## src/rtl/vseq_pkg.sv

```systemverilog
package vseq_pkg;
   typedef enum logic [2:0] {
      PM_ALL    = 3'd0,
      PM_REG    = 3'd1,
      PM_INV    = 3'd2,
      PM_ONEHOT = 3'd3,
      PM_CR_EQ  = 3'd4,
      PM_CR_NE  = 3'd5
   } pmode_e;

   localparam int CR_BASE = 4;  // element i reads condition field CR_BASE+i
   localparam int CR_EQ_BIT = 1;
endpackage

```

## src/rtl/vseq_mask_gen.sv

```systemverilog
module vseq_mask_gen #(
   parameter int MASK_W    = 64,
   parameter int REG_W     = 64,
   parameter int CR_FIELDS = 8
) (
   input  logic [2:0]             mode_i,
   input  logic [REG_W-1:0]       reg_i,
   input  logic [4*CR_FIELDS-1:0] cr_i,
   output logic [MASK_W-1:0]      mask_o
);
   import vseq_pkg::*;

   localparam int SH_W = (MASK_W > 1) ? $clog2(MASK_W) : 1;

   logic [MASK_W-1:0] cr_eq;

   for (genvar gi = 0; gi < MASK_W; gi++) begin : g_cr
      if (CR_BASE + gi < CR_FIELDS) begin : g_have
         assign cr_eq[gi] = cr_i[4*(CR_BASE+gi) + CR_EQ_BIT];
      end else begin : g_none
         assign cr_eq[gi] = 1'b0;
      end
   end

   logic [MASK_W-1:0] onehot;
   always_comb begin
      onehot = '0;
      if (reg_i < REG_W'(MASK_W)) onehot = MASK_W'(1) << reg_i[SH_W-1:0];
   end

   always_comb begin
      unique case (pmode_e'(mode_i))
         PM_ALL:    mask_o = '1;
         PM_REG:    mask_o = reg_i[MASK_W-1:0];
         PM_INV:    mask_o = ~reg_i[MASK_W-1:0];
         PM_ONEHOT: mask_o = onehot;
         PM_CR_EQ:  mask_o = cr_eq;
         PM_CR_NE:  mask_o = ~cr_eq;
         default:   mask_o = '0;
      endcase
   end
endmodule

```

## src/rtl/vseq_step_find.sv

```systemverilog
module vseq_step_find #(
   parameter int MASK_W = 64,
   parameter int STEP_W = 7
) (
   input  logic [MASK_W-1:0] mask_i,
   input  logic [STEP_W-1:0] step_i,
   input  logic [STEP_W-1:0] vl_i,
   output logic              found_o,
   output logic [STEP_W-1:0] pos_o
);
   // lowest enabled position in [step_i, vl_i)
   always_comb begin
      found_o = 1'b0;
      pos_o   = '0;
      for (int i = MASK_W - 1; i >= 0; i--) begin
         if (mask_i[i] && (i >= int'(step_i)) && (i < int'(vl_i))) begin
            found_o = 1'b1;
            pos_o   = STEP_W'(i);
         end
      end
   end
endmodule

```

## src/rtl/vseq_sequencer.sv

```systemverilog
module vseq_sequencer #(
   parameter int STEP_W    = 7,
   parameter int MASK_W    = 64,
   parameter int REG_W     = 64,
   parameter int CR_FIELDS = 8
) (
   input  logic                   clk,
   input  logic                   rst_n,
   input  logic                   start_i,
   input  logic [STEP_W-1:0]      vl_i,
   input  logic [STEP_W-1:0]      srcstep_i,
   input  logic [STEP_W-1:0]      dststep_i,
   input  logic [2:0]             src_mode_i,
   input  logic [2:0]             dst_mode_i,
   input  logic                   shared_pred_i,
   input  logic [REG_W-1:0]       src_reg_i,
   input  logic [REG_W-1:0]       dst_reg_i,
   input  logic [4*CR_FIELDS-1:0] cr_i,
   input  logic                   src_scalar_i,
   input  logic                   dst_scalar_i,
   input  logic                   ready_i,
   output logic                   valid_o,
   output logic [STEP_W-1:0]      src_idx_o,
   output logic [STEP_W-1:0]      dst_idx_o,
   output logic                   done_o,
   output logic                   busy_o,
   output logic [STEP_W-1:0]      srcstep_o,
   output logic [STEP_W-1:0]      dststep_o
);
   if (MASK_W > REG_W || MASK_W > (1 << STEP_W) || MASK_W < 2) begin : g_bad_params
      $error("vseq_sequencer: MASK_W must lie in [2, min(REG_W, 2**STEP_W)]");
   end

   logic [MASK_W-1:0] src_mask_c, dst_mask_c;
   logic [MASK_W-1:0] smask_q, dmask_q;
   logic [STEP_W-1:0] vl_q, sstep_q, dstep_q;
   logic              busy_q, sscal_q, dscal_q;

   vseq_mask_gen #(.MASK_W(MASK_W), .REG_W(REG_W), .CR_FIELDS(CR_FIELDS)) u_src_mask (
      .mode_i(src_mode_i), .reg_i(src_reg_i), .cr_i(cr_i), .mask_o(src_mask_c));

   vseq_mask_gen #(.MASK_W(MASK_W), .REG_W(REG_W), .CR_FIELDS(CR_FIELDS)) u_dst_mask (
      .mode_i(dst_mode_i), .reg_i(dst_reg_i), .cr_i(cr_i), .mask_o(dst_mask_c));

   logic              s_found, d_found;
   logic [STEP_W-1:0] s_pos, d_pos;

   vseq_step_find #(.MASK_W(MASK_W), .STEP_W(STEP_W)) u_src_find (
      .mask_i(smask_q), .step_i(sstep_q), .vl_i(vl_q), .found_o(s_found), .pos_o(s_pos));

   vseq_step_find #(.MASK_W(MASK_W), .STEP_W(STEP_W)) u_dst_find (
      .mask_i(dmask_q), .step_i(dstep_q), .vl_i(vl_q), .found_o(d_found), .pos_o(d_pos));

   logic fin, fire;
   assign valid_o   = busy_q && s_found && d_found;
   assign fin       = busy_q && !(s_found && d_found);
   assign fire      = valid_o && ready_i;
   assign done_o    = fin;
   assign busy_o    = busy_q;
   assign src_idx_o = sscal_q ? '0 : s_pos;
   assign dst_idx_o = dscal_q ? '0 : d_pos;
   assign srcstep_o = sstep_q;
   assign dststep_o = dstep_q;

   always_ff @(posedge clk or negedge rst_n) begin
      if (!rst_n) begin
         busy_q  <= 1'b0;
         vl_q    <= '0;
         sstep_q <= '0;
         dstep_q <= '0;
         smask_q <= '0;
         dmask_q <= '0;
         sscal_q <= 1'b0;
         dscal_q <= 1'b0;
      end else if (!busy_q) begin
         if (start_i) begin
            busy_q  <= 1'b1;
            vl_q    <= vl_i;
            sstep_q <= srcstep_i;
            dstep_q <= dststep_i;
            smask_q <= src_mask_c;
            dmask_q <= shared_pred_i ? src_mask_c : dst_mask_c;
            sscal_q <= src_scalar_i;
            dscal_q <= dst_scalar_i;
         end
      end else if (fin) begin
         busy_q  <= 1'b0;
         sstep_q <= '0;
         dstep_q <= '0;
      end else if (fire) begin
         sstep_q <= s_pos + STEP_W'(1);
         dstep_q <= dscal_q ? vl_q : d_pos + STEP_W'(1);
      end
   end
endmodule

```

## config.mk

```make
export PLATFORM = sky130hd
export DESIGN_NAME = vseq_sequencer
export DESIGN_NICKNAME = d
export VERILOG_FILES = /design/src/rtl/vseq_pkg.sv /design/src/rtl/vseq_mask_gen.sv /design/src/rtl/vseq_step_find.sv /design/src/rtl/vseq_sequencer.sv
export SDC_FILE = /design/constraint.sdc
export NUM_CORES = 1
export LEC_CHECK = 0
export BUFFER_PORTS_ARGS = -buffer_cell sky130_fd_sc_hd__buf_4
export CAP_MARGIN = 10
export CORE_UTILIZATION = 30
export DETAILED_ROUTE_END_ITERATION = 7
export GPL_TIMING_DRIVEN = 1
export HOLD_SLACK_MARGIN = 0.1
export PLACE_DENSITY = 0.53
export SYNTH_ARGS = -nofsm -noshare
export SYNTH_HDL_FRONTEND = slang
export SYNTH_SLANG_ARGS = --single-unit
```

## constraint.sdc

```tcl
create_clock -name clk -period 4.79 [get_ports clk]
set_clock_uncertainty 0.2 [all_clocks]
set_input_delay 0 -clock clk [delete_from_list [all_inputs] [get_ports clk]]
set_output_delay 0 -clock clk [all_outputs]
set_load 0.02 [all_outputs]
```

Word-level counts from Yosys, hierarchy flattened:

Index checks and enable logic that the tools add are counted.
W data, S select, Z words.

* logic and storage cells: 763
* input bits: 194
* output and inout port bits: 31
* flip-flop bits (word level): 152

* muxes and demuxes: 275
* add/sub/neg operators: 2
* reductions and logical operators: 267
* shifts and indexed selects: 2
* bitwise logic cells: 4
* $lt $le $gt $ge: 194
* eq/ne operators: 11

Operators by type and width (count)
* $mux W6: 128
* $pmux W64 S6: 2
* $ge A6 B7 Y1 const A: 64
* $logic_and A1 B1 Y1: 261
* $ge A5 B7 Y1 const A: 32
* $lt A6 B7 Y1 const A: 32
* $mux W64: 3
* $mux W1: 131
* $lt A64 B7 Y1 const B: 2
* $not A64 Y64: 2
* $shl A1 B6 Y64 const A: 2
* $ge A4 B7 Y1 const A: 16
* $lt A5 B7 Y1 const A: 16
* $mux W7: 11
* $not A4 Y64: 1
* $ge A3 B7 Y1 const A: 8
* $lt A4 B7 Y1 const A: 8
* $ge A1 B7 Y1 const A: 4
* $ge A2 B7 Y1 const A: 4
* $lt A3 B7 Y1 const A: 4
* $add A7 B1 Y7 const B: 2
* $lt A1 B7 Y1 const A: 2
* $lt A2 B7 Y1 const A: 2
* $eq A3 B2 Y1 const B: 4
* 8 further kinds: 14

Depth between registers and ports, before layout:

* depth in word-level cells: 73
* mapped depth: 18
* mapped depth without buffers: 14

Modules after synthesis:

A second synthesis with hierarchy kept.

* cells, all modules: 2122
* area total of the unflattened synthesis: 15193.3 um^2

Modules (own cells, without submodules)
* vseq_sequencer: sequential area each 3803.6 um^2, cells an instance 706, instances 1, area each 6680.2 um^2
* vseq_step_find: sequential area each 0.0 um^2, cells an instance 398, instances 2, area each 2323.5 um^2
* vseq_mask_gen: sequential area each 0.0 um^2, cells an instance 310, instances 2, area each 1933.1 um^2

Least setup slack after synthesis:

Ideal clock, no wire load.

* kind: register -> register
* start point: register vl_q[3]
* end point: register dstep_q[4] (netlist: dststep_o[4])
* path buffers: 1
* setup time: 138 ps
* data arrival time: 3303 ps
* required time: 4452 ps
* setup slack: 1150 ps
* period minus slack after synthesis: 3640 ps
* cell stages (with the launch flop): 15
* cells stage by stage: dfrtp_1 -> buf_6 -> or4b_4 -> o2111a_1 -> and2_4 -> or4_4 -> o211ai_2 -> a31o_2 -> a21boi_2 -> a211oi_1 -> ha_1 -> inv_1 -> o31a_1 -> o31ai_1 -> o221ai_1

* cells in the longest elaborated chain, start to end: 71
* elaborated cells between the ends (all ways): 397
* those cells by class: 1 x add/sub; 64 x order compare; 1 x eq/ne; 196 x mux; 135 x reduce/logical

RTL lines
* start: declaration: line vseq_sequencer.sv:36 `logic [STEP_W-1:0] vl_q, sstep_q, dstep_q;`
* start signal: assignment: line vseq_sequencer.sv:78 `vl_q <= vl_i;`
* $lt A6 B7 Y1: line vseq_step_find.sv:16 `if (mask_i[i] && (i >= int'(step_i)) && (i < int'(vl_i))) begin`
* $logic_and A1 B1 Y1: line vseq_step_find.sv:16
* $mux W6 / $mux W1 (equally long branches) (64 in series): line vseq_step_find.sv:16
* $add A7 B1 Y7 (tied with other cells): line vseq_sequencer.sv:92 `dstep_q <= dscal_q ? vl_q : d_pos + STEP_W'(1);`
* $mux W7 (tied with other cells): line vseq_sequencer.sv:92
* $mux W7 (tied with other cells): line vseq_sequencer.sv:90 `end else if (fire) begin`
* $mux W7 / $ne A3 B2 Y1 (equally long branches)
* $mux W7 / $reduce_and A2 Y1 (equally long branches)
* end signal: assignment: line vseq_sequencer.sv:80 `dstep_q <= dststep_i;`
* end signal: assignment: line vseq_sequencer.sv:92
* end: declaration: line vseq_sequencer.sv:36

Parallel ways exist; a longest one is shown, timed or not. The select of a mux whose other input is x is not followed.
A chain may end at the register's enable or synchronous reset.

Worst setup path after layout:

* start point: register vl_q[3]
* end point: register sstep_q[1] (netlist: srcstep_o[1])

* cells in the longest elaborated chain, start to end: 71
* elaborated cells between the ends (all ways): 396
* those cells by class: 1 x add/sub; 64 x order compare; 1 x eq/ne; 195 x mux; 135 x reduce/logical

RTL lines
* parallel branches: the longest is 71 deep, another holds $lt A6 B7 Y1
* end signal: assignment: line vseq_sequencer.sv:79 `sstep_q <= srcstep_i;`
* end signal: assignment: line vseq_sequencer.sv:91 `sstep_q <= s_pos + STEP_W'(1);`
* end: declaration: line vseq_sequencer.sv:36

Several ways; the timed one is not identified. The select of a mux whose other input is x is not followed.

==> qor.csv <==
stage;metric;value;unit
outcome;status;finished, final reports clean;
synth;FF+latch count, synth;152;
power_and_ir_drop;Comb power frac;0.705;
grt;first-pass GRT wire length;124000;um
timing;Period minus WS final;4.63;ns
die;Die X;226;um
clock_tree;clk_lat worst skew;0.46;ns
hold_path;HP Start;dst_reg_i[2];
detailed_routing;initial DRC count;2009;
placement;dpl cells;2822;
detailed_routing;wire length per cell;28.5;um
timing;RSZ-0062 raised after global routing;no;
timing;worst slew pin tran;1.26;ns
die;Die ar.;51100;sq um
timing;Peak Freq;216;MHz
power_and_ir_drop;switching part of the total;0.544;
critical_path;CP Data Required Time;4.98;ns
die;Initial Utilization;0.306;
die;core area;49300;sq um
timing;Final period util;0.966;
power_and_ir_drop;share of power burned in registers;0.201;
hold_path;worst hold path class;input port to flip-flop;
critical_path;CP Capture Type;flip-flop;
grt;total track usage;0.336;
synth;EDFF count, synth;0;
power_and_ir_drop;maximum vdd ir drop;0.000343;V
grt;initial antenna violation count;0;
clock_tree;TritonCTS Buffers;17;
finish;Area Overhead vs Synth;31.6;%
placement;Port Buffers;194;
critical_path;critical path startpoint category;flip-flop;
grt;largest net degree at the start of global routing;145;
synth;library cells used by synthesis;113;
synth;Syn Inst Count;2043;
detailed_routing;vias per cell;6.27;
clock_tree;CTS tree;yes;
detailed_routing;max layer used;met4;
timing;final setup violation count;0;
synth;Async SR Flop Fraction;1.00;
detailed_routing;met2 WL post-DR;38800;um
finish;post-layout util;0.402;
timing;max-slew violations;0;
detailed_routing;post-route ant nets;0;
placement;dpl hpwl;68400;um
finish;nets@finish;2556;
timing;relative slew slack;0.153;
timing;setup ws final;0.165;ns
critical_path;crit path from;vl_q[3];
placement;pre-CTS WS;0.290;ns
power_and_ir_drop;Clk pwr share;0.094;
synth;top_reg_cell synth;dfrtp_1;
detailed_routing;metal3 WL;5430;um
synth;YS warnings;0;
grt;vias in the first global route;18000;
clock_tree;clock root buffer;clkbuf_16;
die;DIE HEIGHT;226;um
timing;Post-Route Setup TNS;0;ns
timing;Hold Slack;0.103;ns
synth;Syn Area/Cell;7.37;sq um
power_and_ir_drop;Switch Pwr;7900;uW
critical_path;crit path DAT;4.81;ns
finish;layout cells sized above 1;0.177;
clock_tree;clock-pin slew on the worst setup and hold paths;0.08;ns
timing;Final Hold Vio Count;0;
critical_path;R2R Setup Slk;0.16;ns
grt;global route overflow;0;
power_and_ir_drop;Static Leak;0.00792;uW
clock_tree;Sinks on Clock Net;152;
finish;Finished Layout Cells;3038;
die;I/O pins;225;
detailed_routing;DR pass1 iterations;5;
synth;Post-Syn Area;15100;sq um
detailed_routing;Post-route DRC;0;
run;MaxCap Viol Count;0;
clock_tree;Bufs on Longest Clock Path;2;
detailed_routing;Detailed Route WL;86600;um
detailed_routing;M1 WL;38100;um
critical_path;WS Path Type;flip-flop to flip-flop;
die;Core Rows;81;
synth;sequential-to-total area share from yosys stat;0.253;
placement;Final Wtd Congestion;1.00;
power_and_ir_drop;Pwr per Cell Area;733;nW/um^2
detailed_routing;vias;19100;
power_and_ir_drop;Pint;6630;uW
clock_tree;H-tree levels;4;
critical_path;launching point of the worst reg2reg path;vl_q[3];
critical_path;Worst Path Max Fanout;29;
## Yosys cell counts (8+ instances only)
master     instances  area (sq um)
o2111a_1          12           135
and2_1            15          93.8
buf_4             11          82.6
nor4_1            49           307
buf_1              9          33.8
or3_1             10          62.6
o22ai_1           65           407
o2111ai_1         28           245
clkbuf_1         129           484
a21o_1            39           293
nor2_1           163           612
nand4_1           38           238
and4_1             8          70.1
buf_2             40           200
o221ai_1          17           149
a41oi_1            8          70.1
o211ai_1          99           743
dfrtp_1          152          3800
nand3_1           49           245
inv_1             36           135
nor3b_1            9          67.6
a211oi_1          12          90.1
a21oi_1          199           996
and3_1            15          93.8
nor3_1            34           170
a21boi_0           9          67.6
nand2b_1          28           175
o21a_1            20           150
nand2_1          176           661
a22oi_1           11          82.6
a31oi_1           14          87.6
a32oi_1            8          70.1
or2_2             18           113
a221o_1           26           260
a22o_1            21           184
o31ai_1           16           120
nor2b_1           27           169
o21ai_0          223          1120
a221oi_1          12           105
## registers in the layout (all words and copies together) (netlist names)
register,count
sscal_q,1
vl_q,7
smask_q,64
dststep_o,7
dmask_q,64
dscal_q,1
busy_o,1
srcstep_o,7
## cell type report
cell class,instances,area (sq um)
fillers,5138,29400
multi-input cells,1658,10300
repair buffers,491,4190
flip-flops and latches,152,3810
well taps,664,831
clock buffers,18,429
inverters,40,150
clock inverters,14,133
diodes,1,2.50
## power by group through the flow
stage          Combinational [uW]  Clock [uW]  Sequential (uW)
2_1_floorplan                6400           0             2270
3_3_place_gp                 9830           0             2850
3_5_place_dp                 9840           0             2870
4_1_cts                     10100        1360             2860
5_1_grt                     11000        1420             2970
6_report                    10200        1360             2920
## layer usage
metal  vias up  track usage
met5         -            0
li1       8596            -
met1      9265        0.463
met4         0        0.157
met2      1031        0.529
met3       163       0.0285
## per-stage QoR
stage                     power (uW)  instance area [sq um]
final                          14500                  19800
after global routing           15300                  19800
after CTS                      14300                  19800
after detailed placement       12700                  17400
after global placement         12700                  17400
after floorplan                 8670                  15100
## placed cells by master (no fill, tap or decap), types with 14 or more instances in the layout
cell           Yosys  final
and3_1            15     15
a21oi_1          199    198
o211ai_1          99     99
nor2b_1           27     26
o21ai_0          223    222
nand2_1          176    175
or2_2             18     18
o2111ai_1         28     28
o221ai_1          17     17
buf_4             11    305
o22ai_1           65     65
nor4_1            49     49
nand4_1           38     38
inv_1             36     36
a22o_1            21     21
and2_1            15     15
nor2_1           163    163
nor3_1            34     34
o21a_1            20     20
a21o_1            39     39
nand3_1           49     49
nand2b_1          28     26
dlygate4sd3_1      0    182
dfrtp_1          152    149
clkbuf_16          0     17
o31ai_1           16     16
a221o_1           26     26
a31oi_1           14     14
## final timing paths
check,to,cells past startpoint
max,srcstep_o[1],14
min,dmask_q[63],5
max reg2reg,srcstep_o[1],14
min reg2reg,smask_q[19],1
max in group asynchronous,dmask_q[41],4
min in group asynchronous,smask_q[18],3
## repair_timing
action | CTS | global route
endpoints found under the hold margin | 226 | 0
gates resized for setup | 0 | 4
setup buffers | 0 | 0
hold buffers | 183 | 0
setup endpoints to repair | 0 | 5
## cell families (layout without fill, tap and decap cells)
kind of cell / Yosys count / in the layout / share of synthesized area
adder cells (fa/ha/maj): 2 / 2 / 0.00166
AO/OA/AOI/OAI: 958 / 958 / 0.433
multiplexers: 7 / 7 / 0.00498
other: 1 / 3 / 0.000249
buffers and inverters: 234 / 563 / 0.0669
flip-flops: 152 / 152 / 0.253
XOR/XNOR: 4 / 4 / 0.00233
AND/OR/NAND/NOR: 685 / 685 / 0.238
## worst max-delay path: stages (launching register included)
cell and delay [ns]:
dfrtp_2 0.60, buf_4 0.24, nand4bb_1 0.52, o2111ai_1 0.39, o21ai_0 0.19, nor3b_1 0.48
nand4b_1 0.25, nor2_1 0.25, a221o_2 0.27, inv_2 0.06, a21oi_2 0.16, buf_4 0.19
nor2_1 0.05, a21oi_1 0.12, dlygate4sd3_1 0.56
(Power assumes the default switching activity.)
